File: config.mk
export PLATFORM = sky130hd
export DESIGN_NAME = iter_divider
export DESIGN_NICKNAME = d
export VERILOG_FILES = /design/src/rtl/iter_div_pkg.sv /design/src/rtl/iter_div_ctrl.sv /design/src/rtl/iter_div_prep.sv /design/src/rtl/iter_div_core.sv /design/src/rtl/iter_div_fix.sv /design/src/rtl/iter_divider.sv
export SDC_FILE = /design/constraint.sdc
export NUM_CORES = 1
export LEC_CHECK = 0
export BUFFER_PORTS_ARGS = -buffer_cell sky130_fd_sc_hd__buf_2
export CELL_PAD_IN_SITES_DETAIL_PLACEMENT = 1
export CELL_PAD_IN_SITES_GLOBAL_PLACEMENT = 1
export CORE_UTILIZATION = 35
export CTS_CLUSTER_DIAMETER = 150
export CTS_CLUSTER_SIZE = 30
export DETAILED_ROUTE_END_ITERATION = 10
export PLACE_DENSITY_LB_ADDON = 0.1
export RECOVER_POWER = 50
export SYNTH_ARGS = -nofsm -noshare
export SYNTH_HDL_FRONTEND = slang
export SYNTH_SLANG_ARGS = --single-unit
File: constraint.sdc
create_clock -name clk -period 4.5 [get_ports clk]
set_clock_uncertainty 0.05 [all_clocks]
set_input_delay 0.45 -clock clk [delete_from_list [all_inputs] [get_ports clk]]
set_output_delay 0.45 -clock clk [all_outputs]
set_load 0.005 [all_outputs]
File: src/rtl/iter_div_pkg.sv
package iter_div_pkg;

  typedef enum logic [1:0] {
    ST_IDLE = 2'd0,
    ST_RUN  = 2'd1,
    ST_FIN  = 2'd2
  } div_state_e;

  localparam int unsigned CMD_W        = 6;
  localparam logic [CMD_W-1:0] CMD_SDIV = 6'h25;
  localparam logic [CMD_W-1:0] CMD_UDIV = 6'h24;

endpackage

File: src/rtl/iter_div_ctrl.sv
module iter_div_ctrl
  import iter_div_pkg::*;
#(
  parameter int unsigned DATA_W = 32
) (
  input  logic clk,
  input  logic rst,
  input  logic start_i,
  input  logic cmd_ok_i,
  output logic load_o,
  output logic step_o,
  output logic finish_o,
  output logic busy_o
);

  localparam int unsigned CNT_W = (DATA_W > 1) ? $clog2(DATA_W) : 1;
  localparam logic [CNT_W-1:0] LAST_STEP = CNT_W'(DATA_W - 1);

  div_state_e       state_q;
  logic [CNT_W-1:0] step_cnt_q;

  assign load_o   = start_i && cmd_ok_i && (state_q == ST_IDLE);
  assign step_o   = (state_q == ST_RUN);
  assign finish_o = (state_q == ST_FIN);

  always_ff @(posedge clk) begin
    if (rst) begin
      state_q    <= ST_IDLE;
      step_cnt_q <= '0;
      busy_o     <= 1'b0;
    end else begin
      case (state_q)
        ST_IDLE: begin
          if (load_o) begin
            state_q    <= ST_RUN;
            step_cnt_q <= '0;
            busy_o     <= 1'b1;
          end
        end
        ST_RUN: begin
          step_cnt_q <= step_cnt_q + 1'b1;
          if (step_cnt_q == LAST_STEP) begin
            state_q <= ST_FIN;
          end
        end
        ST_FIN: begin
          state_q <= ST_IDLE;
          busy_o  <= 1'b0;
        end
        default: begin
          state_q <= ST_IDLE;
          busy_o  <= 1'b0;
        end
      endcase
    end
  end

  // the busy flag tracks the sequencer leaving and re-entering idle
  assert_busy_tracks_state_R2: assert property (@(posedge clk) disable iff (rst)
    busy_o == (state_q != ST_IDLE));

  // no new load while a run is in progress
  assert_no_load_when_busy_R3: assert property (@(posedge clk) disable iff (rst)
    busy_o |-> !load_o);

  // a run always reaches the finishing state after its last step
  assert_last_step_finishes_R2: assert property (@(posedge clk) disable iff (rst)
    (step_o && step_cnt_q == LAST_STEP) |=> finish_o);

endmodule

File: src/rtl/iter_div_prep.sv
module iter_div_prep #(
  parameter int unsigned DATA_W = 32
) (
  input  logic              signed_i,
  input  logic [DATA_W-1:0] dividend_i,
  input  logic [DATA_W-1:0] divisor_i,
  output logic [DATA_W-1:0] mag_a_o,
  output logic [DATA_W-1:0] mag_b_o,
  output logic              neg_q_o
);

  logic neg_a;
  logic neg_b;

  assign neg_a = signed_i && dividend_i[DATA_W-1];
  assign neg_b = signed_i && divisor_i[DATA_W-1];

  // The most negative value negates to itself, which read unsigned is its magnitude.
  assign mag_a_o = neg_a ? (~dividend_i + 1'b1) : dividend_i;
  assign mag_b_o = neg_b ? (~divisor_i + 1'b1) : divisor_i;
  assign neg_q_o = neg_a ^ neg_b;

endmodule

File: src/rtl/iter_div_core.sv
module iter_div_core #(
  parameter int unsigned DATA_W = 32
) (
  input  logic              clk,
  input  logic              rst,
  input  logic              load_i,
  input  logic              step_i,
  input  logic [DATA_W-1:0] mag_a_i,
  input  logic [DATA_W-1:0] mag_b_i,
  input  logic              neg_q_i,
  output logic [DATA_W-1:0] quot_o,
  output logic              neg_q_o,
  output logic              div_zero_o
);

  localparam int unsigned WIDE_W = DATA_W + 1;

  logic [DATA_W-1:0] shreg_q;
  logic [DATA_W-1:0] rem_q;
  logic [DATA_W-1:0] dvsr_q;
  logic              neg_q;

  logic [WIDE_W-1:0] rem_shift;
  logic [WIDE_W-1:0] rem_diff;
  logic              fits;

  assign rem_shift = {rem_q, shreg_q[DATA_W-1]};
  assign fits      = (rem_shift >= {1'b0, dvsr_q});
  assign rem_diff  = rem_shift - {1'b0, dvsr_q};

  always_ff @(posedge clk) begin
    if (rst) begin
      shreg_q <= '0;
      rem_q   <= '0;
      dvsr_q  <= '0;
      neg_q   <= 1'b0;
    end else if (load_i) begin
      shreg_q <= mag_a_i;
      rem_q   <= '0;
      dvsr_q  <= mag_b_i;
      neg_q   <= neg_q_i;
    end else if (step_i) begin
      shreg_q <= {shreg_q[DATA_W-2:0], fits};
      rem_q   <= fits ? rem_diff[DATA_W-1:0] : rem_shift[DATA_W-1:0];
    end
  end

  assign quot_o     = shreg_q;
  assign neg_q_o    = neg_q;
  assign div_zero_o = (dvsr_q == '0);

  // after every step the partial remainder is below a nonzero divisor
  assert_rem_below_divisor_R4: assert property (@(posedge clk) disable iff (rst)
    step_i |=> (dvsr_q == '0 || rem_q < dvsr_q));

  // the divisor is frozen while the loop steps
  assert_divisor_frozen_R3: assert property (@(posedge clk) disable iff (rst)
    (step_i && !load_i) |=> $stable(dvsr_q));

endmodule

File: src/rtl/iter_div_fix.sv
module iter_div_fix #(
  parameter int unsigned DATA_W = 32
) (
  input  logic              clk,
  input  logic              rst,
  input  logic              finish_i,
  input  logic [DATA_W-1:0] quot_i,
  input  logic              neg_q_i,
  input  logic              div_zero_i,
  output logic [DATA_W-1:0] quotient_o,
  output logic              done_o,
  output logic              div_by_zero_o
);

  always_ff @(posedge clk) begin
    if (rst) begin
      quotient_o    <= '0;
      done_o        <= 1'b0;
      div_by_zero_o <= 1'b0;
    end else begin
      done_o        <= finish_i;
      div_by_zero_o <= finish_i && div_zero_i;
      if (finish_i) begin
        quotient_o <= neg_q_i ? (~quot_i + 1'b1) : quot_i;
      end
    end
  end

  // completion strobe lasts a single cycle
  assert_done_single_cycle_R2: assert property (@(posedge clk) disable iff (rst)
    done_o |=> !done_o);

  // zero-divisor flag only accompanies the completion strobe
  assert_dbz_with_done_R7: assert property (@(posedge clk) disable iff (rst)
    div_by_zero_o |-> done_o);

  // the result register moves only on completion
  assert_quot_held_R8: assert property (@(posedge clk) disable iff (rst)
    !$stable(quotient_o) |-> done_o);

endmodule

File: src/rtl/iter_divider.sv
module iter_divider
  import iter_div_pkg::*;
#(
  parameter int unsigned DATA_W = 32
) (
  input  logic              clk,
  input  logic              rst,
  input  logic              start_i,
  input  logic [CMD_W-1:0]  opcode_i,
  input  logic [DATA_W-1:0] dividend_i,
  input  logic [DATA_W-1:0] divisor_i,
  output logic              busy_o,
  output logic              done_o,
  output logic [DATA_W-1:0] quotient_o,
  output logic              div_by_zero_o
);

  logic              cmd_signed;
  logic              cmd_ok;
  logic              load;
  logic              step;
  logic              finish;
  logic [DATA_W-1:0] mag_a;
  logic [DATA_W-1:0] mag_b;
  logic              neg_q_in;
  logic [DATA_W-1:0] quot_raw;
  logic              neg_q_run;
  logic              div_zero;

  assign cmd_signed = (opcode_i == CMD_SDIV);
  assign cmd_ok     = cmd_signed || (opcode_i == CMD_UDIV);

  iter_div_ctrl #(.DATA_W(DATA_W)) ctrl_i (
    .clk      (clk),
    .rst      (rst),
    .start_i  (start_i),
    .cmd_ok_i (cmd_ok),
    .load_o   (load),
    .step_o   (step),
    .finish_o (finish),
    .busy_o   (busy_o)
  );

  iter_div_prep #(.DATA_W(DATA_W)) prep_i (
    .signed_i   (cmd_signed),
    .dividend_i (dividend_i),
    .divisor_i  (divisor_i),
    .mag_a_o    (mag_a),
    .mag_b_o    (mag_b),
    .neg_q_o    (neg_q_in)
  );

  iter_div_core #(.DATA_W(DATA_W)) core_i (
    .clk        (clk),
    .rst        (rst),
    .load_i     (load),
    .step_i     (step),
    .mag_a_i    (mag_a),
    .mag_b_i    (mag_b),
    .neg_q_i    (neg_q_in),
    .quot_o     (quot_raw),
    .neg_q_o    (neg_q_run),
    .div_zero_o (div_zero)
  );

  iter_div_fix #(.DATA_W(DATA_W)) fix_i (
    .clk           (clk),
    .rst           (rst),
    .finish_i      (finish),
    .quot_i        (quot_raw),
    .neg_q_i       (neg_q_run),
    .div_zero_i    (div_zero),
    .quotient_o    (quotient_o),
    .done_o        (done_o),
    .div_by_zero_o (div_by_zero_o)
  );

  // busy and done never overlap
  assert_busy_done_exclusive_R2: assert property (@(posedge clk) disable iff (rst)
    !(busy_o && done_o));

  // a run ends only through the completion strobe
  assert_busy_ends_in_done_R2: assert property (@(posedge clk) disable iff (rst)
    $fell(busy_o) |-> done_o);

  // an accepted command raises busy on the next cycle
  assert_accept_sets_busy_R1: assert property (@(posedge clk) disable iff (rst)
    (start_i && cmd_ok && !busy_o) |=> busy_o);

endmodule

## Word level (Yosys, flattened, before mapping)

Index checks and enable logic that the tools add are counted.

- Register bits: 139
- Input port bits: 73
- Output and inout bits: 35
- Logic and storage cells: 55

- Add/sub/neg operators: 5
- Magnitude comparators: 1
- Eq/ne operators: 7
- Multiplexer cells: 13
- Bitwise operators: 5
- Reductions and logical operators: 14

Operators by type and width:

| cell | number |
|---|---|
| 32-bit 2-to-1 mux | 6 |
| 32-bit by 1-bit adder with 32-bit output, second input constant | 3 |
| 32-bit inverter | 3 |
| 33-bit by 32-bit >= comparator with 1-bit output | 1 |
| 32-bit zero test | 1 |
| 32-bit subtractor | 1 |
| 6-bit == test, second input constant | 2 |
| 5-bit one-hot mux with 2 select lines | 1 |
| 2-bit AND reduction | 3 |
| 5-bit by 1-bit adder with 5-bit output, second input constant | 1 |
| 5-bit == test, second input constant | 1 |
| 1-bit logical AND | 5 |
| 5-bit 2-to-1 mux | 1 |
| 2-bit 2-to-1 mux | 2 |
| 2-bit one-hot mux with 2 select lines | 1 |
| 2-bit nonzero test | 2 |
| 2-bit by 1-bit == test with 1-bit output, second input constant | 1 |
| 2-bit == test, second input constant | 1 |
| 2-bit zero test | 1 |
| 2-bit by 1-bit inequality test with 1-bit output, second input constant | 1 |
| 2-bit inequality test, second input constant | 1 |
| 1-bit one-hot mux with 2 select lines | 1 |
| 2-bit OR reduction | 1 |
| 1-bit logical OR | 1 |
| other kinds (3) | 3 |

## Longest topological paths before layout

Gate-level depths: netlist of run 1.

- Word-level depth: 6
- Gate-level depth with buffers: 13
- Gate-level depth less buffers: 12

## Modules after synthesis

From an unflattened synthesis of run 1, not the netlist that was laid out.

- Cell total of the unflattened synthesis: 1332
- Area, all modules: 10293.6 um^2

By module, submodules not included:

| module | times used | cells an instance | area each (um^2) |
|---|---|---|---|
| iter_div_core | 1 | 772 | 6108.4 |
| iter_div_fix | 1 | 286 | 2202.1 |
| iter_div_prep | 1 | 234 | 1586.5 |
| iter_div_ctrl | 1 | 37 | 369.1 |
| iter_divider | 1 | 3 | 27.5 |

## Least setup slack after synthesis of run 1

No wires, ideal clock.

- Path kind: register to register
- Start: reg core_i.dvsr_q[4]
- End: reg core_i.rem_q[10]
- Library setup time: 0.132 ns
- Arrival: 2.635 ns
- Slack: 1.682 ns
- Cell stages (with the launch flop): 13
- Path buffers: 2
- Cell sequence: dfxtp_1 inv_1 ha_1 a21o_1 a211o_1 o2111ai_1 a21oi_1 o31a_1 nor2_1 buf_2 buf_2 mux2i_1 a21oi_1

- Cells in the longest elaborated chain, start to end: 2
- Elaborated cells between the ends (all ways): 3
- Those cells by class: 1 x add/sub; 1 x order compare; 1 x mux

Ends and longest elaborated chain:

| element | line | text |
|---|---|---|
| start: declaration | iter_div_core.sv:20 | `logic [DATA_W-1:0] dvsr_q;` |
| start signal: assignment | iter_div_core.sv:40 | `dvsr_q <= mag_b_i;` |
| 32-bit subtractor / 33-bit by 32-bit >= comparator with 1-bit output (equally long branches) | iter_div_core.sv:29, iter_div_core.sv:28 |  |
| 32-bit 2-to-1 mux * | iter_div_core.sv:44 | `rem_q <= fits ? rem_diff[DATA_W-1:0] : rem_shift[DATA_W-1:0];` |
| end signal: assignment | iter_div_core.sv:44 |  |
| end: declaration | iter_div_core.sv:19 | `logic [DATA_W-1:0] rem_q;` |

Mark *: on every way between the ends. The rest lies on a longest branch, timed or not.
A chain may end at the register's enable or synchronous reset.

## Worst setup path in the final report of run 1

- Start: in rst
- End: reg core_i.shreg_q[17], in the netlist core_i.quot_o[17]

RTL lines:

| element | line | text |
|---|---|---|
| start: declaration | iter_divider.sv:7 | `input logic rst,` |
| end signal: assignment | iter_div_core.sv:38 | `shreg_q <= mag_a_i;` |
| end signal: assignment | iter_div_core.sv:43 | `shreg_q <= {shreg_q[DATA_W-2:0], fits};` |
| end: declaration | iter_div_core.sv:18 | `logic [DATA_W-1:0] shreg_q;` |

No word-level cell between the ends.

==> results of run 1 <==
[worst max-delay path, delay by kind of cell]
family | cells | cell delay (ns)
compound gates | 1 | 0.12
buf+inv | 2 | 3.15
[flip-flops by register name, summed over array words and instances, names as in the netlist]
register and cells:
core_i.dvsr_q 32, core_i.quot_o 32, core_i.rem_q 32, fix_i.quotient_o 32, ctrl_i.step_cnt_q 5, ctrl_i.state_q 2, core_i.neg_q_o 1, ctrl_i.busy_o 1
fix_i.div_by_zero_o 1, fix_i.done_o 1
[power groups by stage]
stage / clock network [mW] / logic [mW] / registers [mW]
finish: 1.46 / 0.632 / 1.26
global route: 1.55 / 0.695 / 1.26
CTS: 1.49 / 0.636 / 1.26
detailed placement: 0 / 0.631 / 1.28
global placement: 0 / 0.627 / 1.28
floorplan: 0 / 0.438 / 1.28
[path summary, 6_finish.rpt]
check,from,end,cells past startpoint
setup / recovery,rst,core_i.quot_o[17],3
hold / removal,divisor_i[31],core_i.dvsr_q[31],3
setup reg to reg,core_i.dvsr_q[18],core_i.rem_q[25],10
hold reg to reg,fix_i.quotient_o[24],fix_i.quotient_o[24],2
[logic make-up after synthesis]
group                    count (synthesis)
AO/OA/AOI/OAI                          344
multiplexers                            22
flip-flops                             139
buffers and inverters                  130
XOR/XNOR                               110
adder cells (fa/ha/maj)                 38
AND/OR/NAND/NOR                        419
[routing by layer]
layer,track usage [%],routed length [µm],share of wire [%]
met5,0,0,0
met4,4.504,218,0.74
met3,2.160,1171,4.0
met2,29.16,11170,38
met1,36.50,16720,57
[area by class of cell]
class	count	area [µm²]
inverter	52	195.2
timing repair buffer	117	585.6
fill	3242	15440
clock buffer	19	442.9
multi-input combinational	933	6036
tap	335	419.2
sequential	139	2783
clock inverter	13	156.4
[placed cells by master, fill, tap and decap left out, drive strengths merged, types with 8 or more instances in the layout]
master	n
o21ai	79
buf	88
a211oi	59
ha	37
dfxtp	139
nand4	14
or3	17
nand2b	15
xor2	70
a311oi	30
nand3	22
a21oi	84
nand2	128
nor2	131
or4	13
nor4	23
a31oi	9
inv	58
xnor2	40
o31ai	21
o41ai	12
and3	8
clkbuf	48
nor3	21
a21o	9
mux2i	22
[per-stage QoR]
stage	setup WS (ns)	hold slack, ns	instances
2_1_floorplan	1.682	0.3942	1202
3_3_place_gp	1.245	0.3920	1576
3_5_place_dp	1.174	0.3997	1576
4_1_cts	1.149	0.2791	1608
5_1_grt	0.7086	0.2966	1608
6_report	0.9581	0.2850	1608
==> parameters.txt, run 1 <==
Parameter                              Value

Clocking
  Buffer type at the clock tree root    sky130_fd_sc_hd__clkbuf_16
  Maximum clock path buffer count    2
  Number of setup buffers added after CTS    0
  H-tree lvl count    4
  Total of cells resized after clock tree synthesis    0
  Clock slew at the register clock pins of the worst setup and hold paths    around 0.06 ns
  Number of clock sinks    between 100 and 150
  Number of buffers added by the clock tree synthesis step    17
  Post-cts hold buffer count    0
  Clock latency on the worst-skew pair    ~0.43 ns
  Clock tree from TritonCTS    yes

Cells and area
  Layout Cell Area excl Fill    around 0.011 mm²
  Fraction of final layout cells with drive strength greater than 1    11.55%
  Final core utilization    ~41%
  Layout area overhead    14.37%
  Antenna diode count    0
  Post-layout net count    1371

Worst setup path
  WS Path Type    primary input to register
  Cell with the biggest individual delay on the critical path    sky130_fd_sc_hd__clkbuf_1
  Crit-path max FO    just over 60
  Cell-by-cell listing of the critical path    clkbuf_1 > clkbuf_2 > a311oi_1
  Crit path capture type    register
  R2R setup slack    about 1.1 ns
  Arrival time at the worst endpoint    3.75 ns
  Critical path startpoint category    primary input
  Required time worst endpoint    ~4.7 ns
  Crit-path max cell delay    ~2.1 ns

Yosys
  Mux contribution to synthesized area    between 2 and 2.5%
  Post-synthesis average cell area    between 7 and 8 µm²
  Combinational family with the most area after synthesis    compound AO/OA/AOI/OAI gates
  Post-synth top cells    sky130_fd_sc_hd__dfxtp_1, sky130_fd_sc_hd__nor2_1, sky130_fd_sc_hd__nand2_1, sky130_fd_sc_hd__a21oi_1, sky130_fd_sc_hd__o21ai_0
  Most instantiated library cell after synthesis    sky130_fd_sc_hd__dfxtp_1
  Sequential element share of the synthesized area    approximately 30%
  Number of register bits inferred by synthesis    139
  Post-Syn Nets    1313
  Synthesized netlist cell count    roughly 1200
  Synth unique cells    71
  Synthesized-area fraction occupied by ao, oa, aoi and oai cells    between 20% and 30%
  Simple-Gate Fraction of Synth Area    between 20% and 30%
  Post-synthesis async set-or-reset flop share    0%
  Area leader, netlist    sky130_fd_sc_hd__dfxtp_1
  Most area-consuming cells after synthesis    sky130_fd_sc_hd__dfxtp_1, sky130_fd_sc_hd__xor2_1, sky130_fd_sc_hd__nor2_1, sky130_fd_sc_hd__nand2_1, sky130_fd_sc_hd__ha_1
  Yosys warning count    0
  Area share of the largest cell type after synthesis    between 20% and 30%
  Xor-xnor portion of the synthesized cell area    between 10% and 20%
  Adder and majority gate portion of the synthesized area    about 5.2%
  Main synth FF type    sky130_fd_sc_hd__dfxtp_1
  Number of enable flip-flop cells after synthesis    0
  Syn Std Cell Area    ~0.0093 mm²

Flow run
  Number of maximum-capacitance constraint violations    1

Detailed routing
  Antenna viol nets, final    0
  Number of DRC violations after detailed routing    0
  Drt initial violations    approximately 550
  Via Count    8816
  Detailed-route wire length    29.28 mm
  Vias per cell    about 5.5
  Number of search-and-repair iterations in the first detailed-routing pass    8
  Routed length per instance    18.21 µm

Timing
  Final hold violations    0
  Final setup viols    0
  Setup repair after global routing missed its margin    false
  Maximum operating frequency    between 200 and 300 MHz
  Final worst path period need    3.542 ns
  Fin Setup TNS    0 ns
  Pin slew with the least headroom to its limit    3.053 ns
  Final Cycle Share    78.71%
  Max-slew headroom at the worst pin    -103.6%
  Number of max-slew violations in the final report    62

Global routing
  Total track usage    21.96%
  Wire length of the first global-routing pass    46.72 mm
  Overflow left after global routing    0
  Number of global-route vias before repair    between 8000 and 9000
  Number of antenna violations at the first check in global routing    0
  Largest net degree at the start of global routing    between 60 and 70

Power and ir drop
  Leak pwr    between 4 and 5 nW
  Share of power burned in the clock network    between 40% and 50%
  Switching Fraction    between 30% and 40%
  Post-layout power    around 3.4 mW
  Share of power burned in registers    37.5%
  Power per cell area    between 300 and 400 mW/mm²
  Highest ir drop seen on vdd    roughly 0.24 mV
  Sw power    ~1.0 mW
  Relative contribution of combinational cells to total power    18.9%
  Internal Power    2.341 mW

Place
  Final RePlAce weighted congestion    just over 0.8
  Detail Placement HPWL    between 20 and 25 mm
  Number of buffer cells added on primary ports    107
  DP Area    between 0.01 and 0.015 mm²

Floorplan
  Starting utilization of the core area    around 36%
  Height of the die    approximately 160 µm
  Core region area    approximately 0.026 mm²
  Full die area    around 0.027 mm²
  Die W    approximately 160 µm
  IO Pins    around 110
  Std-Cell Rows    approximately 60

Status
  Violated checks    capacitance limit, slew limit
  Result of the run    finished with violations

Min path
  Min-Delay Path Class    primary input to register
(Power assumes the default switching activity.)
==> inputs of run 2 (changes only) <==
- ABC_AREA: unset -> 1
- clock period: 4.5 -> 3 ns (I/O delays scaled with it)
==> run 2 against run 1 <==
Net effect:
- the flow now finishes without violations
- global-route usage grew 3.7 points
- die area grew 15%
- routed wire length grew 33%
- sequential power grew 49%
- sequential cell count is the same
- synthesized cell count grew 51%
- count of clock-buffer cells in the layout shrank 1
- critical path depth grew 6
- final cell count grew 43%
==> parameters.txt, run 2 <==
Parameter                              Value

Global routing
  Number of global-route vias before repair    11350 (was 8350)
  Overflow left after global routing    0 (unchanged)
  Number of antenna violations at the first check in global routing    2 (was 0)
  Total track usage    25.65% (was 21.96%)
  Largest net degree at the start of global routing    59 (was 65)
  Wire length of the first global-routing pass    62.65 mm (was 46.72 mm)

Power and ir drop
  Power per cell area    428.7 mW/mm² (was 315.8 mW/mm²)
  Highest ir drop seen on vdd    0.4073 mV (was 0.2361 mV)
  Leak pwr    5.883 nW (was 4.025 nW)

Timing
  Final-layout worst hold slack    0.1261 ns (was 0.2850 ns)
  Pin slew with the least headroom to its limit    1.067 ns (was 3.053 ns)
  Number of max-slew violations in the final report    0 (was 62)
  Final worst path period need    around 2.7 ns
  Max-slew headroom at the worst pin    28.89% (was -103.6%)
  Fin Setup TNS    0 ns (unchanged)
  Setup repair after global routing missed its margin    false (unchanged)
  Final setup viols    0 (unchanged)
  Final hold violations    0 (unchanged)
  Maximum operating frequency    370.3 MHz
  Final Cycle Share    between 90% and 100%

Cells and area
  Layout area overhead    13.41% (was 14.37%)
  Number of fill cells in the layout    4135 (was 3242)
  Fraction of final layout cells with drive strength greater than 1    8.791% (was 11.55%)
  Antenna diode count    0 (unchanged)
  Layout Cell Area excl Fill    0.01216 mm² (was 0.01062 mm²)
  Post-layout net count    2012 (was 1371)
  Commonest cells after routing, fill and taps aside    sky130_fd_sc_hd__nand2_1, sky130_fd_sc_hd__inv_1, sky130_fd_sc_hd__nor2_1 (was sky130_fd_sc_hd__dfxtp_1, sky130_fd_sc_hd__nor2_1, sky130_fd_sc_hd__nand2_1)
  Most common library cell in the layout ignoring fill and taps    sky130_fd_sc_hd__nand2_1 (was sky130_fd_sc_hd__dfxtp_1)

Yosys
  Post-synth top cells    sky130_fd_sc_hd__nand2_1, sky130_fd_sc_hd__inv_1, sky130_fd_sc_hd__nor2_1, sky130_fd_sc_hd__dfxtp_1, sky130_fd_sc_hd__nand3_1 (was sky130_fd_sc_hd__dfxtp_1, sky130_fd_sc_hd__nor2_1, sky130_fd_sc_hd__nand2_1, sky130_fd_sc_hd__a21oi_1, sky130_fd_sc_hd__o21ai_0)
  Most area-consuming cells after synthesis    sky130_fd_sc_hd__dfxtp_1, sky130_fd_sc_hd__nand2_1, sky130_fd_sc_hd__inv_1, sky130_fd_sc_hd__nand3_1, sky130_fd_sc_hd__nor2_1 (was sky130_fd_sc_hd__dfxtp_1, sky130_fd_sc_hd__xor2_1, sky130_fd_sc_hd__nor2_1, sky130_fd_sc_hd__nand2_1, sky130_fd_sc_hd__ha_1)
  Area leader, netlist    sky130_fd_sc_hd__dfxtp_1 (unchanged)
  Synth unique cells    48 (was 71)
  Area share of the largest cell type after synthesis    25.96% (was 29.97%)
  Sequential element share of the synthesized area    25.96% (was 29.97%)
  Number of enable flip-flop cells after synthesis    0 (unchanged)
  Post-synthesis async set-or-reset flop share    0% (unchanged)
  Most instantiated library cell after synthesis    sky130_fd_sc_hd__nand2_1 (was sky130_fd_sc_hd__dfxtp_1)
  Post-Syn Nets    1927 (was 1313)
  Yosys warning count    0 (unchanged)
  Post-synthesis average cell area    5.903 µm² (was 7.724 µm²)
  Syn Std Cell Area    0.01072 mm² (was 0.009284 mm²)
  Number of register bits inferred by synthesis    139 (unchanged)
  Main synth FF type    sky130_fd_sc_hd__dfxtp_1 (unchanged)
  Synthesized netlist cell count    1816 (was 1202)

Worst setup path
  Crit path capture type    register (unchanged)
  Most frequent cell on the critical path    sky130_fd_sc_hd__inv_1
  CP bufs+invs    3 (was 2)
  Cell-by-cell listing of the critical path    inv_1 > nand2_1 > inv_1 > nand4_1 > nor2_1 > inv_2 > a21oi_1 > o21ai_0 > o21ai_1 (was clkbuf_1 > clkbuf_2 > a311oi_1)
  Cell with the biggest individual delay on the critical path    sky130_fd_sc_hd__nor2_1 (was sky130_fd_sc_hd__clkbuf_1)
  WS Path Type    register to register (was primary input to register)
  Crit-path max cell delay    0.68 ns (was 2.12 ns)
  R2R setup slack    0.30 ns (was 1.09 ns)
  Critical path startpoint category    register (was primary input)
  Crit-path max FO    19 (was 61)
  Required time worst endpoint    3.32 ns (was 4.70 ns)
  Worst path top cell family by delay    simple AND/OR/NAND/NOR gates (was buffers and inverters)
  Arrival time at the worst endpoint    3.02 ns (was 3.75 ns)

Place
  Final RePlAce weighted congestion    0.9261 (was 0.8092)
  Detail Placement HPWL    30.67 mm (was 22.11 mm)
  Number of buffer cells added on primary ports    107 (unchanged)
  DP Area    0.01164 mm² (was 0.01006 mm²)

Detailed routing
  Number of search-and-repair iterations in the first detailed-routing pass    5 (was 8)
  Drt initial violations    753 (was 552)
  Vias per cell    5.063 (was 5.483)
  Via Count    11650 (was 8816)
  Number of DRC violations after detailed routing    0 (unchanged)
  Antenna viol nets, final    0 (unchanged)
  Routed length per instance    16.98 µm (was 18.21 µm)
  Detailed-route wire length    39.07 mm (was 29.28 mm)

Clocking
  Clock slew at the register clock pins of the worst setup and hold paths    0.07 ns (was 0.06 ns)
  Total of cells resized after clock tree synthesis    0 (unchanged)
  Clock tree from TritonCTS    yes (unchanged)
  Number of setup buffers added after CTS    0 (unchanged)
  Post-cts hold buffer count    0 (unchanged)
  Number of clock sinks    139 (unchanged)
  Number of buffers added by the clock tree synthesis step    17 (unchanged)
  Buffer type at the clock tree root    sky130_fd_sc_hd__clkbuf_16 (unchanged)
  H-tree lvl count    4 (unchanged)
  Clock latency on the worst-skew pair    0.44 ns (was 0.43 ns)
  Maximum clock path buffer count    2 (unchanged)

Min path
  Min-Delay Path Class    primary input to register (unchanged)

Floorplan
  Starting utilization of the core area    35.88% (was 35.63%)
  IO Pins    108 (unchanged)
  Full die area    0.03133 mm² (was 0.02718 mm²)
  Std-Cell Rows    63 (was 59)
  Die W    177.0 µm (was 164.9 µm)
  Height of the die    177.0 µm (was 164.9 µm)
  Core region area    0.02987 mm² (was 0.02606 mm²)

Flow run
  Number of maximum-capacitance constraint violations    0 (was 1)

Status
  Result of the run    completed (was finished with violations)
## run 2: cell count changes in the layout (fill, tap and decap cells not counted), sizes merged, moves of 22 or more
cell / change
nand2: +383
o21ai: +37
mux2i: -22
nor2: +42
a21oi: +42
a311oi: -30
nand3: +118
inv: +261
a211oi: -58
## run 2: report_power, final
part / switching (mW) / total, mW / leakage (nW) / internal [mW]
Combinational: 0.823 / 1.17 / 4.48 / 0.351
Sequential: 0.0151 / 1.88 / 1.12 / 1.86
Clock: 0.868 / 2.16 / 0.282 / 1.29
## run 2: path summary, 6_finish.rpt
path                     startpoint                end  cells after the start
hold reg to reg   core_i.dvsr_q[20]  core_i.dvsr_q[20]                      2
hold / removal        divisor_i[28]  core_i.dvsr_q[28]                      3
setup reg to reg  ctrl_i.state_q[1]  core_i.dvsr_q[17]                      9
setup / recovery  ctrl_i.state_q[1]  core_i.dvsr_q[17]                      9
## run 2: routing by layer
layer / up-vias / routed length (µm) / share of wire (%) / global-route usage, %
li1: 5880 / - / - / -
met1: 5517 / 21510 / 55 / 40.31
met2: 239 / 15730 / 40 / 36.88
met3: 13 / 1634 / 4.2 / 3.136
met4: 0 / 204 / 0.52 / 4.310
met5: - / 0 / 0 / 0
## run 2: stage by stage
step | total power [mW] | worst slack, ns | std cells | utilization (%)
finish | 5.212 | 0.2998 | 2301 | 40.70
global route | 5.461 | 0.05309 | 2301 | 40.70
CTS | 5.251 | 0.3493 | 2301 | 40.88
detailed placement | 3.084 | 0.3577 | 2272 | 38.95
global placement | 3.061 | 0.3775 | 2272 | 38.95
floorplan | 2.706 | 0.9391 | 1816 | -
## run 2: final cells by class
type / instances / area [µm²] / area share (%)
clock buffers: 18 / 429.2 / 3.530
inverters: 319 / 1197 / 9.849
multi-input cells: 1298 / 6451 / 53.06
well taps: 390 / 488.0 / 4.014
clock inverters: 11 / 147.6 / 1.214
repair buffers: 126 / 661.9 / 5.444
flip-flops and latches: 139 / 2783 / 22.89
## run 2: worst reg2reg max path, cell delays in order, from the launching register on
cell and delay (ns):
sky130_fd_sc_hd__dfxtp_1 0.32, sky130_fd_sc_hd__inv_1 0.10, sky130_fd_sc_hd__nand2_1 0.07, sky130_fd_sc_hd__inv_1 0.07, sky130_fd_sc_hd__nand4_1 0.36, sky130_fd_sc_hd__nor2_1 0.68, sky130_fd_sc_hd__inv_2 0.36, sky130_fd_sc_hd__a21oi_1 0.21
sky130_fd_sc_hd__o21ai_0 0.26, sky130_fd_sc_hd__o21ai_1 0.15
## run 2: cell families after synthesis
group	count (synthesis)	synth area share, %
compound gates	286	14.36
xor+xnor	73	5.964
buf+inv	379	13.71
fa+ha+maj	38	4.505
flops	139	25.96
simple gates	901	35.50
==> inputs of run 3 (changes only) <==
- CORE_ASPECT_RATIO: unset -> 2
- SYNTH_HIERARCHICAL: unset -> 1
==> run 3 against run 2 <==
Net effect:
- sequential cell count unchanged
- cell area is 6.8% higher
- count of clock-buffer cells in the layout shrank 1
- routed wire length is 21% higher
- critical path type unchanged
- critical endpoint is now core_i/rem_q[31]
- highest routed layer is now met5
==> parameters.txt, run 3 <==
Parameter                              Value

Status
  Result of the run    completed (unchanged)

Floorplan
  IO Pins    108 (unchanged)
  Height of the die    258.9 µm (was 177.0 µm)
  Die W    130.5 µm (was 177.0 µm)
  Core region area    0.03235 mm² (was 0.02987 mm²)
  Std-Cell Rows    93 (was 63)
  Starting utilization of the core area    35.71% (was 35.88%)
  Full die area    0.03378 mm² (was 0.03133 mm²)

Yosys
  Yosys warning count    6 (was 0)
  Synthesized netlist cell count    1919 (was 1816)
  Synth unique cells    42 (was 48)
  Post-Syn Nets    2030 (was 1927)
  Number of register bits inferred by synthesis    139 (unchanged)
  Post-synthesis average cell area    6.019 µm² (was 5.903 µm²)
  Area share of the largest cell type after synthesis    24.09% (was 25.96%)
  Most instantiated library cell after synthesis    sky130_fd_sc_hd__nand2_1 (unchanged)
  Syn Std Cell Area    0.01155 mm² (was 0.01072 mm²)
  Post-synth top cells    sky130_fd_sc_hd__nand2_1, sky130_fd_sc_hd__nor2_1, sky130_fd_sc_hd__inv_1, sky130_fd_sc_hd__dfxtp_1, sky130_fd_sc_hd__nand3_1 (was sky130_fd_sc_hd__nand2_1, sky130_fd_sc_hd__inv_1, sky130_fd_sc_hd__nor2_1, sky130_fd_sc_hd__dfxtp_1, sky130_fd_sc_hd__nand3_1)
  Post-synthesis async set-or-reset flop share    0% (unchanged)
  Sequential element share of the synthesized area    24.09% (was 25.96%)
  Main synth FF type    sky130_fd_sc_hd__dfxtp_1 (unchanged)
  Most area-consuming cells after synthesis    sky130_fd_sc_hd__dfxtp_1, sky130_fd_sc_hd__nand2_1, sky130_fd_sc_hd__nor2_1, sky130_fd_sc_hd__inv_1, sky130_fd_sc_hd__nand3_1 (was sky130_fd_sc_hd__dfxtp_1, sky130_fd_sc_hd__nand2_1, sky130_fd_sc_hd__inv_1, sky130_fd_sc_hd__nand3_1, sky130_fd_sc_hd__nor2_1)
  Number of enable flip-flop cells after synthesis    0 (unchanged)
  Area leader, netlist    sky130_fd_sc_hd__dfxtp_1 (unchanged)

Min path
  Min-Delay Path Class    primary input to register (unchanged)
  Hold depth    3 (unchanged)

Worst setup path
  Number of logic stages on the critical path including buffering    17 (was 9)
  Critical path startpoint category    register (unchanged)
  WS Path Type    register to register (unchanged)
  Crit-path max cell delay    0.45 ns (was 0.68 ns)
  Crit-path max FO    32 (was 19)
  Required time worst endpoint    3.25 ns (was 3.32 ns)
  Arrival time at the worst endpoint    2.88 ns (was 3.02 ns)
  Worst reg-to-reg path cell count    17 (was 9)
  Cell with the biggest individual delay on the critical path    sky130_fd_sc_hd__buf_4 (was sky130_fd_sc_hd__nor2_1)
  R2R setup slack    0.37 ns (was 0.30 ns)
  Worst path top cell family by delay    simple AND/OR/NAND/NOR gates (unchanged)
  Most frequent cell on the critical path    sky130_fd_sc_hd__nand2_1 (was sky130_fd_sc_hd__inv_1)
  Cell-by-cell listing of the critical path    inv_1 > ha_1 > nand2_1 > inv_2 > nand2_1 > nand2_1 > inv_1 > nand2_1 > nand2_2 > nand3_4 > nor2_8 > buf_4 > nand3_1 > nand2_1 > inv_1 > nand2_1 > a21oi_1 (was inv_1 > nand2_1 > inv_1 > nand4_1 > nor2_1 > inv_2 > a21oi_1 > o21ai_0 > o21ai_1)
  Crit path capture type    register (unchanged)
  CP bufs+invs    5 (was 3)

Detailed routing
  Number of DRC violations after detailed routing    0 (unchanged)
  Detailed-route wire length    47.16 mm (was 39.07 mm)
  Via Count    12600 (was 11650)
  Number of search-and-repair iterations in the first detailed-routing pass    4 (was 5)
  Routed length per instance    19.31 µm (was 16.98 µm)
  Antenna viol nets, final    0 (unchanged)
  Vias per cell    5.157 (was 5.063)
  Drt initial violations    346 (was 753)

Global routing
  Overflow left after global routing    0 (unchanged)
  Total track usage    29.12% (was 25.65%)
  Number of antenna violations at the first check in global routing    5 (was 2)
  Largest net degree at the start of global routing    66 (was 59)
  Wire length of the first global-routing pass    71.97 mm (was 62.65 mm)
  Number of global-route vias before repair    13550 (was 11350)

Timing
  Final Cycle Share    87.50% (was 90.01%)
  Final worst path period need    2.625 ns (was 2.700 ns)
  Fin Setup TNS    0 ns (unchanged)
  Max-slew headroom at the worst pin    18.25% (was 28.89%)
  Slack of the critical path    0.3750 ns (was 0.2998 ns)
  Final setup viols    0 (unchanged)
  Number of max-slew violations in the final report    0 (unchanged)
  Setup repair after global routing missed its margin    false (unchanged)
  Final hold violations    0 (unchanged)
  Maximum operating frequency    381.0 MHz (was 370.3 MHz)
  Pin slew with the least headroom to its limit    1.226 ns (was 1.067 ns)
  Final-layout worst hold slack    0.1071 ns (was 0.1261 ns)

Power and ir drop
  Highest ir drop seen on vdd    0.4048 mV (was 0.4073 mV)
  Post-layout power    6.095 mW (was 5.212 mW)
  Leak pwr    6.500 nW (was 5.883 nW)
  Power per cell area    469.4 mW/mm² (was 428.7 mW/mm²)

Clocking
  Number of setup buffers added after CTS    0 (unchanged)
  Clock latency on the worst-skew pair    0.45 ns (was 0.44 ns)
  Clock tree from TritonCTS    yes (unchanged)
  Post-cts hold buffer count    0 (unchanged)
  Clock slew at the register clock pins of the worst setup and hold paths    0.06 ns (was 0.07 ns)
  Number of buffers added by the clock tree synthesis step    17 (unchanged)
  Total of cells resized after clock tree synthesis    0 (unchanged)
  Buffer type at the clock tree root    sky130_fd_sc_hd__clkbuf_16 (unchanged)
  H-tree lvl count    4 (unchanged)
  Number of clock sinks    139 (unchanged)
  Maximum clock path buffer count    2 (unchanged)

Cells and area
  Most common library cell in the layout ignoring fill and taps    sky130_fd_sc_hd__nand2_1 (unchanged)
  Commonest cells after routing, fill and taps aside    sky130_fd_sc_hd__nand2_1, sky130_fd_sc_hd__nor2_1, sky130_fd_sc_hd__inv_1 (was sky130_fd_sc_hd__nand2_1, sky130_fd_sc_hd__inv_1, sky130_fd_sc_hd__nor2_1)
  Number of fill cells in the layout    4549 (was 4135)
  Fraction of final layout cells with drive strength greater than 1    13.64% (was 8.791%)
  Antenna diode count    0 (unchanged)
  Post-layout net count    2114 (was 2012)
  Layout area overhead    12.41% (was 13.41%)
  Final core utilization    40.14% (was 40.70%)

Place
  Detail Placement HPWL    39.12 mm (was 30.67 mm)
  Number of buffer cells added on primary ports    107 (unchanged)
  Place WS    0.3672 ns (was 0.3577 ns)
  Final RePlAce weighted congestion    0.9328 (was 0.9261)

Flow run
  Number of maximum-capacitance constraint violations    0 (unchanged)
-- run 3: where the power goes --
group	leakage (nW)	internal (mW)	switching, mW
Combinational	5.08	0.603	1.34
Sequential	1.12	1.87	0.0378
Clock	0.294	1.32	0.922
Total	6.50	3.80	2.30
-- run 3: final cells by class --
| type | instances | area [µm²] | share of cell area [%] |
|---|---|---|---|
| Sequential cell | 139 | 2783 | 21.43 |
| Inverter | 250 | 944.7 | 7.275 |
| Clock buffer | 17 | 425.4 | 3.276 |
| Tap cell | 427 | 534.3 | 4.114 |
| Multi-Input combinational cell | 1466 | 7420 | 57.14 |
| Clock inverter | 15 | 188.9 | 1.455 |
| Timing Repair Buffer | 129 | 689.4 | 5.309 |
-- run 3: worst register-to-register path, stage by stage (launching register included) --
cell and delay [ns]:
sky130_fd_sc_hd__dfxtp_1 0.33, sky130_fd_sc_hd__inv_1 0.06, sky130_fd_sc_hd__ha_1 0.37, sky130_fd_sc_hd__nand2_1 0.17
sky130_fd_sc_hd__inv_2 0.04, sky130_fd_sc_hd__nand2_1 0.06, sky130_fd_sc_hd__nand2_1 0.12, sky130_fd_sc_hd__inv_1 0.08
sky130_fd_sc_hd__nand2_1 0.08, sky130_fd_sc_hd__nand2_2 0.08, sky130_fd_sc_hd__nand3_4 0.08, sky130_fd_sc_hd__nor2_8 0.10
sky130_fd_sc_hd__buf_4 0.45, sky130_fd_sc_hd__nand3_1 0.14, sky130_fd_sc_hd__nand2_1 0.09, sky130_fd_sc_hd__inv_1 0.06
sky130_fd_sc_hd__nand2_1 0.06, sky130_fd_sc_hd__a21oi_1 0.06
-- run 3: cells by family (layout without fill, tap and decap cells) --
kind of cell / count (synthesis) / count (layout) / share of synthesized area, %
buffers and inverters: 314 / 411 / 11.61
XOR/XNOR: 56 / 56 / 4.246
AND/OR/NAND/NOR: 1136 / 1136 / 43.97
flip-flops: 139 / 139 / 24.09
AO/OA/AOI/OAI: 236 / 236 / 11.90
adder cells (fa/ha/maj): 38 / 38 / 4.181
-- run 3: routing by layer --
metal | share of wire (%) | up-vias | global-route usage, %
met5 | 0.14 | - | 0
met4 | 9.0 | 10 | 24.04
met3 | 1.8 | 157 | 3.751
met2 | 59 | 214 | 61.23
met1 | 30 | 5982 | 21.63
li1 | - | 6235 | -
-- run 3: final timing paths --
check	start	end
worst max-delay path	core_i/dvsr_q[24]	core_i/rem_q[31]
worst min register to register	ctrl_i/busy_o	ctrl_i/busy_o
worst max register to register	core_i/dvsr_q[24]	core_i/rem_q[31]
worst min-delay path	divisor_i[0]	core_i/dvsr_q[0]
-- run 3: stage by stage --
step | cell area, µm² | instances
floorplan | 11550 | 1919
global placement | 12440 | 2411
detailed placement | 12440 | 2411
CTS | 13050 | 2443
global route | 12990 | 2443
finish | 12990 | 2443
